$ cat src/rtl/twobank_dispatch_pkg.sv
package twobank_dispatch_pkg;
   // The block splits traffic by line parity, so there are exactly two banks.
   localparam int TBD_BANKS = 2;

   // Service stage of one bank.
   typedef enum logic {
      SVC_IDLE = 1'b0,
      SVC_RUN  = 1'b1
   } svc_state_e;
endpackage

$ cat src/rtl/twobank_dispatch_fifo.sv
module twobank_dispatch_fifo #(
   parameter int W     = 7,
   parameter int DEPTH = 4
) (
   input  logic         clk,
   input  logic         rst_n,
   input  logic         push,
   input  logic [W-1:0] push_data,
   input  logic         pop,
   output logic [W-1:0] head,
   output logic         full,
   output logic         empty
);
   localparam int PW = $clog2(DEPTH);
   localparam int CW = $clog2(DEPTH + 1);

   if (DEPTH < 2 || (1 << PW) != DEPTH) begin : g_bad_depth
      $error("twobank_dispatch_fifo: DEPTH must be a power of two and at least 2");
   end

   logic [W-1:0]  mem [DEPTH];
   logic [PW-1:0] rd_ptr, wr_ptr;
   logic [CW-1:0] count;

   always_ff @(posedge clk or negedge rst_n) begin
      if (!rst_n) begin
         rd_ptr <= '0;
         wr_ptr <= '0;
         count  <= '0;
      end else begin
         if (push) wr_ptr <= wr_ptr + 1'b1;
         if (pop)  rd_ptr <= rd_ptr + 1'b1;
         case ({push, pop})
            2'b10:   count <= count + 1'b1;
            2'b01:   count <= count - 1'b1;
            default: count <= count;
         endcase
      end
   end

   always_ff @(posedge clk) begin
      if (push) mem[wr_ptr] <= push_data;
   end

   assign head  = mem[rd_ptr];
   assign full  = (count == CW'(DEPTH));
   assign empty = (count == '0);
endmodule

$ cat src/rtl/twobank_dispatch_bank.sv
module twobank_dispatch_bank
   import twobank_dispatch_pkg::*;
#(
   parameter int TAG_W = 6,
   parameter int DEPTH = 4,
   parameter int LAT_W = 4
) (
   input  logic             clk,
   input  logic             rst_n,
   input  logic             push,
   input  logic [TAG_W-1:0] push_tag,
   input  logic             push_wr,
   input  logic [LAT_W-1:0] lat,
   input  logic             grant,
   output logic             full,
   output logic             head_vld,
   output logic [TAG_W-1:0] head_tag,
   output logic             head_wr,
   output logic             done
);
   localparam int EW = TAG_W + 1;

   logic [EW-1:0]    head_ent;
   logic             empty;
   svc_state_e       state;
   logic [LAT_W-1:0] remain;

   twobank_dispatch_fifo #(.W(EW), .DEPTH(DEPTH)) u_queue (
      .clk       (clk),
      .rst_n     (rst_n),
      .push      (push),
      .push_data ({push_wr, push_tag}),
      .pop       (grant),
      .head      (head_ent),
      .full      (full),
      .empty     (empty)
   );

   // Head enters service one edge after it reaches the head, counts down
   // the latency sampled at that moment, then waits until it is granted.
   always_ff @(posedge clk or negedge rst_n) begin
      if (!rst_n) begin
         state  <= SVC_IDLE;
         remain <= '0;
      end else begin
         case (state)
            SVC_IDLE: begin
               if (!empty) begin
                  state  <= SVC_RUN;
                  remain <= lat;
               end
            end
            SVC_RUN: begin
               if (grant)             state  <= SVC_IDLE;
               else if (remain != '0) remain <= remain - 1'b1;
            end
            default: state <= SVC_IDLE;
         endcase
      end
   end

   assign head_vld = !empty;
   assign head_tag = head_ent[TAG_W-1:0];
   assign head_wr  = head_ent[TAG_W];
   assign done     = (state == SVC_RUN) && (remain == '0);
endmodule

$ cat src/rtl/twobank_dispatch_arb.sv
module twobank_dispatch_arb
   import twobank_dispatch_pkg::*;
#(
   parameter int TAG_W = 6
) (
   input  logic                            in_order,
   input  logic [TBD_BANKS-1:0]            head_vld,
   input  logic [TBD_BANKS-1:0]            done,
   input  logic [TBD_BANKS-1:0][TAG_W-1:0] head_tag,
   output logic [TBD_BANKS-1:0]            grant
);
   for (genvar b = 0; b < TBD_BANKS; b++) begin : g_pick
      localparam int O = TBD_BANKS - 1 - b;
      logic [TAG_W-1:0] gap;
      logic             is_older;
      logic             oldest_head;
      logic             first_done;

      // Modular distance: a small positive gap means the other head is younger.
      assign gap         = head_tag[O] - head_tag[b];
      assign is_older    = !gap[TAG_W-1];
      assign oldest_head = !head_vld[O] || is_older;
      assign first_done  = !done[O] || is_older;
      assign grant[b]    = done[b] && (in_order ? oldest_head : first_done);
   end
endmodule

$ cat src/rtl/twobank_dispatch.sv
module twobank_dispatch
   import twobank_dispatch_pkg::*;
#(
   parameter int ADDR_W     = 32,
   parameter int LINE_BYTES = 256,
   parameter int DEPTH      = 4,
   parameter int TAG_W      = 6,
   parameter int LAT_W      = 4
) (
   input  logic              clk,
   input  logic              rst_n,
   input  logic              req_valid,
   output logic              req_ready,
   input  logic [ADDR_W-1:0] req_addr,
   input  logic              req_write,
   input  logic [LAT_W-1:0]  bank_lat0,
   input  logic [LAT_W-1:0]  bank_lat1,
   input  logic              in_order,
   output logic              cpl_valid,
   output logic [TAG_W-1:0]  cpl_tag,
   output logic              cpl_bank,
   output logic              cpl_write
);
   localparam int SEL_BIT = $clog2(LINE_BYTES);

   if ((1 << SEL_BIT) != LINE_BYTES || SEL_BIT >= ADDR_W) begin : g_bad_line
      $error("twobank_dispatch: LINE_BYTES must be a power of two inside the address");
   end
   if ((1 << (TAG_W - 1)) <= TBD_BANKS * DEPTH) begin : g_bad_tag
      $error("twobank_dispatch: TAG_W too narrow for the requests in flight");
   end

   logic                            sel;
   logic                            accept;
   logic [TAG_W-1:0]                next_tag;
   logic [TBD_BANKS-1:0]            full, head_vld, done, grant, head_wr;
   logic [TBD_BANKS-1:0][TAG_W-1:0] head_tag;
   logic [TBD_BANKS-1:0][LAT_W-1:0] lat_v;

   assign sel       = req_addr[SEL_BIT];
   assign req_ready = !full[sel];
   assign accept    = req_valid && req_ready;
   assign lat_v     = {bank_lat1, bank_lat0};

   always_ff @(posedge clk or negedge rst_n) begin
      if (!rst_n)      next_tag <= '0;
      else if (accept) next_tag <= next_tag + 1'b1;
   end

   for (genvar b = 0; b < TBD_BANKS; b++) begin : g_bank
      twobank_dispatch_bank #(.TAG_W(TAG_W), .DEPTH(DEPTH), .LAT_W(LAT_W)) u_bank (
         .clk      (clk),
         .rst_n    (rst_n),
         .push     (accept && (sel == 1'(b))),
         .push_tag (next_tag),
         .push_wr  (req_write),
         .lat      (lat_v[b]),
         .grant    (grant[b]),
         .full     (full[b]),
         .head_vld (head_vld[b]),
         .head_tag (head_tag[b]),
         .head_wr  (head_wr[b]),
         .done     (done[b])
      );
   end

   twobank_dispatch_arb #(.TAG_W(TAG_W)) u_arb (
      .in_order (in_order),
      .head_vld (head_vld),
      .done     (done),
      .head_tag (head_tag),
      .grant    (grant)
   );

   always_ff @(posedge clk or negedge rst_n) begin
      if (!rst_n) begin
         cpl_valid <= 1'b0;
         cpl_tag   <= '0;
         cpl_bank  <= 1'b0;
         cpl_write <= 1'b0;
      end else begin
         cpl_valid <= |grant;
         if (|grant) begin
            cpl_bank  <= grant[1];
            cpl_tag   <= grant[1] ? head_tag[1] : head_tag[0];
            cpl_write <= grant[1] ? head_wr[1]  : head_wr[0];
         end
      end
   end
endmodule

$ cat config.mk
export PLATFORM = sky130hd
export DESIGN_NAME = twobank_dispatch
export DESIGN_NICKNAME = d
export VERILOG_FILES = /design/src/rtl/twobank_dispatch_pkg.sv /design/src/rtl/twobank_dispatch_fifo.sv /design/src/rtl/twobank_dispatch_bank.sv /design/src/rtl/twobank_dispatch_arb.sv /design/src/rtl/twobank_dispatch.sv
export SDC_FILE = /design/constraint.sdc
export NUM_CORES = 1
export LEC_CHECK = 0
export ABC_AREA = 1
export BUFFER_PORTS_ARGS = -buffer_cell sky130_fd_sc_hd__buf_2
export CAP_MARGIN = 20
export CORE_MARGIN = 4
export CORE_UTILIZATION = 52
export CTS_CLUSTER_SIZE = 30
export DETAILED_ROUTE_END_ITERATION = 10
export PLACE_DENSITY_LB_ADDON = 0.08
export REMOVE_ABC_BUFFERS = 1
export SYNTH_ARGS = -nofsm -noshare
export SYNTH_HDL_FRONTEND = slang
export SYNTH_SLANG_ARGS = --single-unit
$ cat constraint.sdc
create_clock -name clk -period 3.4 [get_ports clk]
set_clock_uncertainty 0.15 [all_clocks]
set_input_delay 0.34 -clock clk [delete_from_list [all_inputs] [get_ports clk]]
set_output_delay 0.34 -clock clk [all_outputs]
set_load 0.05 [all_outputs]
# Word level (Yosys, flattened, before mapping)
# Memory sizes are Yosys's and may differ from the RTL's.
# Index checks and enable logic that the tools add are counted.
classes:
  add_sub_neg: 13
  n_lt_le_gt_ge: 1
  eq_ne: 12
  n_mux: 26
  bitwise_logic: 3
  n_reduce_logical: 27
ops:
  columns: ["op", "count"]
  rows:
  - ["2-to-1 mux 4 bit", 6]
  - ["one-hot mux 4 bit (2 select lines)", 2]
  - ["2-to-1 mux 1 bit", 13]
  - ["inequality test 2 bit, second input constant", 6]
  - ["one-hot mux 3 bit (2 select lines)", 2]
  - ["subtractor 6 bit", 2]
  - ["adder 2 x 1 -> 2 bit, second input constant", 4]
  - ["logical NOT 4 bit", 2]
  - ["nonzero test 4 bit", 2]
  - ["subtractor 4 x 1 -> 4 bit, second input constant", 2]
  - ["logical AND 1 bit", 7]
  - ["adder 3 x 1 -> 3 bit, second input constant", 2]
  - ["adder 6 x 1 -> 6 bit, second input constant", 1]
  - ["== test 3 bit, second input constant", 2]
  - ["logical NOT 3 bit", 2]
  - ["2-to-1 mux 6 bit", 1]
  - ["AND reduction 3 bit", 2]
  - ["subtractor 3 x 1 -> 3 bit, second input constant", 2]
  - ["logical NOT 1 bit", 5]
  - ["== test 2 x 1 -> 1 bit, second input constant", 2]
  - ["== test 2 bit, second input constant", 2]
  - ["logical OR 1 bit", 4]
  - ["one-hot mux 1 bit (2 select lines)", 2]
  - ["nonzero test 2 bit", 2]
  - ["3 further kinds", 5]
word_totals:
  reg_bits: 39
  mem_bits_rw: 56
  word_cells: 99
  n_memories: 2
memory_table:
  columns: ["name", "words", "width", "rd", "rd_clocked_by_memory_dff", "wr", "line", "text"]
  rows:
  - ["g_bank[0].u_bank.u_queue.mem", 4, 7, 1, 0, 1, "twobank_dispatch_fifo.sv:21", "logic [W-1:0] mem [DEPTH];"]
  - ["g_bank[1].u_bank.u_queue.mem", 4, 7, 1, 0, 1, "twobank_dispatch_fifo.sv:21", null]

# Longest topological paths before layout
logic_depth:
  word_depth: 8
  depth_mapped: 21
  depth_no_buf: 19

# Hierarchy
# A second synthesis with hierarchy kept.
hier_totals:
  cells_unflattened: 506
  area_unflattened_um2: 4890.9
by_module_without_submodules:
  columns: ["mod", "n_inst", "cells_each", "area_per_inst_um2", "seq_area_each_um2"]
  rows:
  - ["twobank_dispatch_fifo", 2, 130, 1552.7, 1016.0]
  - ["twobank_dispatch", 1, 94, 749.5, 375.4]
  - ["twobank_dispatch_bank", 2, 48, 354.1, 125.1]
  - ["twobank_dispatch_arb", 1, 56, 327.8, 0.0]

# Worst setup path after synthesis
# OpenSTA, ideal clock, no wires.
synth_timing:
  path_kind: "reg-to-reg"
  from: "reg g_bank[0].u_bank.u_queue.rd_ptr[0]"
  to: "reg g_bank[1].u_bank.u_queue.count[2]"
  arrival_time_ns: 3.137
  t_required_ns: 3.119
  path_slack_ns: -0.018
  path_stages_with_launch: 21
  n_path_buf: 2
  path_cell_list: "dfrtp_1 buf_6 inv_4 clkbuf_1 nand2_1 a32oi_1 inv_1 ha_1 nand2_1 o21ai_0 nor2_1 nand3_2 nand3_4 nand2_4 inv_1 ha_1 inv_1 fa_1 a21oi_1 o21ai_0 xor2_1"
synth_via:
  elab_chain_len: 8
  word_cells_on_any_way: 11
synth_lines:
  columns: ["item", "line", "text"]
  rows:
  - ["from (decl)", "twobank_dispatch_fifo.sv:22", "logic [PW-1:0] rd_ptr, wr_ptr;"]
  - ["from (signal assigned)", "twobank_dispatch_fifo.sv:32", "if (pop) rd_ptr <= rd_ptr + 1'b1;"]
  - ["memory (4 x 7 bit) *", null, null]
  - ["subtractor 6 bit *", "twobank_dispatch_arb.sv:20", "assign gap = head_tag[O] - head_tag[b];"]
  - ["logical NOT 1 bit *", "twobank_dispatch_arb.sv:21", "assign is_older = !gap[TAG_W-1];"]
  - ["logical OR 1 bit, on equally long branches", "twobank_dispatch_arb.sv:23, twobank_dispatch_arb.sv:22", null]
  - ["2-to-1 mux 1 bit *", "twobank_dispatch_arb.sv:24", "assign grant[b] = done[b] && (in_order ? oldest_head : first_done);"]
  - ["logical AND 1 bit *", "twobank_dispatch_arb.sv:24", null]
  - ["net g_bank[1].u_bank.grant", "twobank_dispatch_bank.sv:14", "input logic grant,"]
  - ["== test 2 x 1 -> 1 bit or == test 2 bit (tied branches)", "twobank_dispatch_fifo.sv:33", "case ({push, pop})"]
  - ["one-hot mux 3 bit (2 select lines) or nonzero test 2 bit (tied branches)", null, null]
  - ["to (signal assigned)", "twobank_dispatch_fifo.sv:34", "2'b10: count <= count + 1'b1;"]
  - ["to (signal assigned)", "twobank_dispatch_fifo.sv:35", "2'b01: count <= count - 1'b1;"]
  - ["to (signal assigned)", "twobank_dispatch_fifo.sv:36", "default: count <= count;"]
  - ["to (decl)", "twobank_dispatch_fifo.sv:23", "logic [CW-1:0] count;"]
# The timed path passes the listed nets; every way through them passes the cells marked *.
# A chain may end at the register's enable or synchronous reset.

# Worst setup path after layout
# Same ends and word-level chain as after synthesis.

==> results.yml <==
sta:
  finalHoldViolations: 0
  worst_slew_margin_rel: 0.395
  worst_pin_slew_ns: 0.908
  achievable-frequency_ghz: 0.309
  maxSlewViolCount: 0
  hold_slack_ns: 0.0791
  final.setup.tns_ns: 0
  min_period_ns: 3.23
  final_min_period_over_clock_period: 0.951
  report.final.setup_viol: 0
logic_synthesis:
  synth-xor-area-share: 0.0267
  postSynth.topFlopCell: "edfxtp_1"
  synth.mux.area_fraction: 0
  yosys_warnings: 0
  synth-compound-area-share: 0.0775
  async_flop_share: 0.411
  ys_ff_latch: 95
  synth_edf_count: 56
  synth.distinct_cells: 33
  combinational_family_with_the_most_area_after_synthesis: "simple AND/OR/NAND/NOR gates"
  syn-instance-count: 459
  synth_simple_gate_area_frac: 0.184
  post_synthesis_instance_area_sq_um: 4600
  seq_area_frac_synth: 0.578
  average_cell_area_after_synthesis_sq_um: 10.0
  synth-adder-area-share: 0.0713
floorplanning:
  core_footprint_sq_um: 8680
  horiz_die_dim_microns: 102
  pin_count: 55
  die_y_microns: 102
  initial_utilization: 0.530
  placementRows: 34
  fp.dieArea_sq_um: 10400
pwr:
  total_power_uw: 5660
  total_leakage_power_uw: 0.00245
  peak_supply_drop_mv: 0.537
  power_density_nw_per_um2: 1040
place:
  detailed_place.area_sq_um: 5050
  rd_place_congestion: 0.786
  place.port_buffers: 23
  placed_cells_incl_taps: 614
  dpl.hpwl_microns: 6430
layout:
  num_antenna_cells: 0
  finalInstanceArea_sq_um: 5440
  layout.cells.most_common_list: "nand2_1 (125), edfxtp_1 (56), inv_1 (47)"
  finalNetCount: 594
  synthToLayoutAreaGrowth_pct: 18.3
  final_common_cell: "nand2_1"
  stdcell_count: 637
  drive_gt1_frac: 0.229
global_route:
  grt_util_overall: 0.186
  grt_pass1_vias: 3089
  grt_first_pass_wirelength_microns: 14900
  gr_ovfl_total: 0
  grt_start_max_net_pins: 40
  grt_antenna_before_repair: 0
route:
  detail-route-antenna-nets: 0
  via_per_inst: 5.09
  remaining_drc_errors: 0
  totalWireLength_microns: 9140
  dr_total_vias: 3240
  route.detailed.wl_per_inst_microns: 14.4
  violation_count_after_the_first_detailed_route_iteration: 117
  drt_first_pass_iters: 5
critical_path:
  arrival_ns: 3.32
  worst_setup_path_end_kind: "register"
  critical_path.max_fanout: 8
  crit_type: "reg -> reg"
  start_kind: "register"
  worstPathRequired_ns: 3.49
clock_network:
  clkSlewWorstSetupHoldPaths_ns: 0.10
  cts.root.buffer_cell: "clkbuf_8"
  tritoncts.num_buffers: 9
  clockBufferDepth: 2
  ctsHtreeMaxLevel: 3
  tritoncts_num_sinks: 95
  clock_latency_ns: 0.36
  cts_tree: "built"
worst_hold_path:
  hold_class: "in -> reg"
flow_run:
  max_cap_violations: 0
outcome:
  outcome: "completed"
## per-stage QoR
stage	setup slack, ns	utilization
2_1_floorplan	0.0758	-
4_1_cts	0.0348	0.615
6_report	0.168	0.627
5_1_grt	-0.0140	0.627
3_3_place_gp	-0.121	0.582
3_5_place_dp	-0.132	0.582
## synth_stat cells, types with 2 or more instances
library cell,n,share of area
a21oi_1,19,0.021
a32oi_1,8,0.015
buf_6,3,0.0073
clkbuf_1,5,0.0041
dfrtp_1,39,0.21
edfxtp_1,56,0.37
fa_1,2,0.0087
ha_1,23,0.063
inv_1,53,0.043
inv_2,3,0.0024
inv_4,2,0.0027
nand2_1,127,0.10
nand2_2,3,0.0041
nand2_4,3,0.0073
nand3_1,31,0.034
nand3_2,2,0.0044
nor2_1,26,0.021
o211ai_1,2,0.0033
o21ai_0,24,0.026
o22ai_1,3,0.0041
xnor2_1,4,0.0076
xor2_1,10,0.019
## sequential cells by signal (all words and copies together) (netlist names), 2 cells and up
name,count
g_bank.u_bank.u_queue.wr_ptr,4
g_bank.u_bank.u_queue.count,6
g_bank.u_bank.state,2
g_bank.u_bank.u_queue.rd_ptr,4
g_bank.u_bank.remain,8
g_bank.u_bank.u_queue.mem,56
cpl_tag,6
next_tag,6
## repair_timing
| item | in CTS | in global routing |
|---|---|---|
| pin swaps | 1 | 13 |
| buffers inserted | 4 | 2 |
| setup endpoints to repair | 2 | 4 |
| endpoints found under the hold margin | 39 | 0 |
| resized for setup | 7 | 27 |
| hold buffers | 1 | 0 |
## report_power, final
part	internal [uW]	total [uW]	switching, uW
sequential	1640	1920	283
clock	356	789	433
combinational	1210	2950	1740
## cells by family after synthesis
kind of cell,count (synthesis)
xor gates and xnor gates,14
buffers and inverters,68
AOI/OAI and AO/OA,61
and+or+nand+nor,196
DFF,95
adders and majority gates,25
## worst paths after layout
path,start,end,slack (ns),cells after the start
worst max-delay path,g_bank[0].u_bank.u_queue.rd_ptr[0],g_bank[1].u_bank.u_queue.count[2],0.17,20
worst min-delay path,bank_lat0[1],g_bank[0].u_bank.remain[1],0.08,3
worst max register to register,g_bank[0].u_bank.u_queue.rd_ptr[0],g_bank[1].u_bank.u_queue.count[2],0.17,20
worst min register to register,cpl_bank,cpl_bank,0.32,2
max in group asynchronous,rst_n,g_bank[0].u_bank.u_queue.rd_ptr[0],1.98,2
min in group asynchronous,rst_n,g_bank[1].u_bank.u_queue.rd_ptr[0],0.48,2
## layer usage
layer | global-route usage | wire length, microns | vias up
met5 | 0 | 0 | -
met4 | 0.0484 | 109 | 0
met3 | 0.0307 | 244 | 11
met2 | 0.315 | 4430 | 39
met1 | 0.251 | 4360 | 1535
li1 | - | - | 1655
## cell type report
cell class / count / area (sq um)
inverter: 59 / 239
timing repair buffer: 63 / 434
tap: 108 / 135
sequential: 95 / 2660
clock buffer: 9 / 124
multi-input combinational: 296 / 1770
fill: 754 / 3240
clock inverter: 7 / 85.1
## worst max-delay path: stages (launching register included)
cell and delay (ns):
dfrtp_2 0.47, inv_4 0.11, buf_4 0.12, nand2_1 0.06
a32oi_2 0.26, inv_2 0.09, ha_4 0.30, nand2_4 0.07
nor2_2 0.13, nand2_2 0.07, nand2_1 0.07, nand2_2 0.06
nand3_4 0.08, nand2_4 0.06, inv_4 0.08, ha_1 0.13
inv_1 0.06, fa_2 0.37, a21oi_2 0.14, o21ai_1 0.08
xor2_1 0.14
Note: power is estimated with default switching activity, not from simulation.
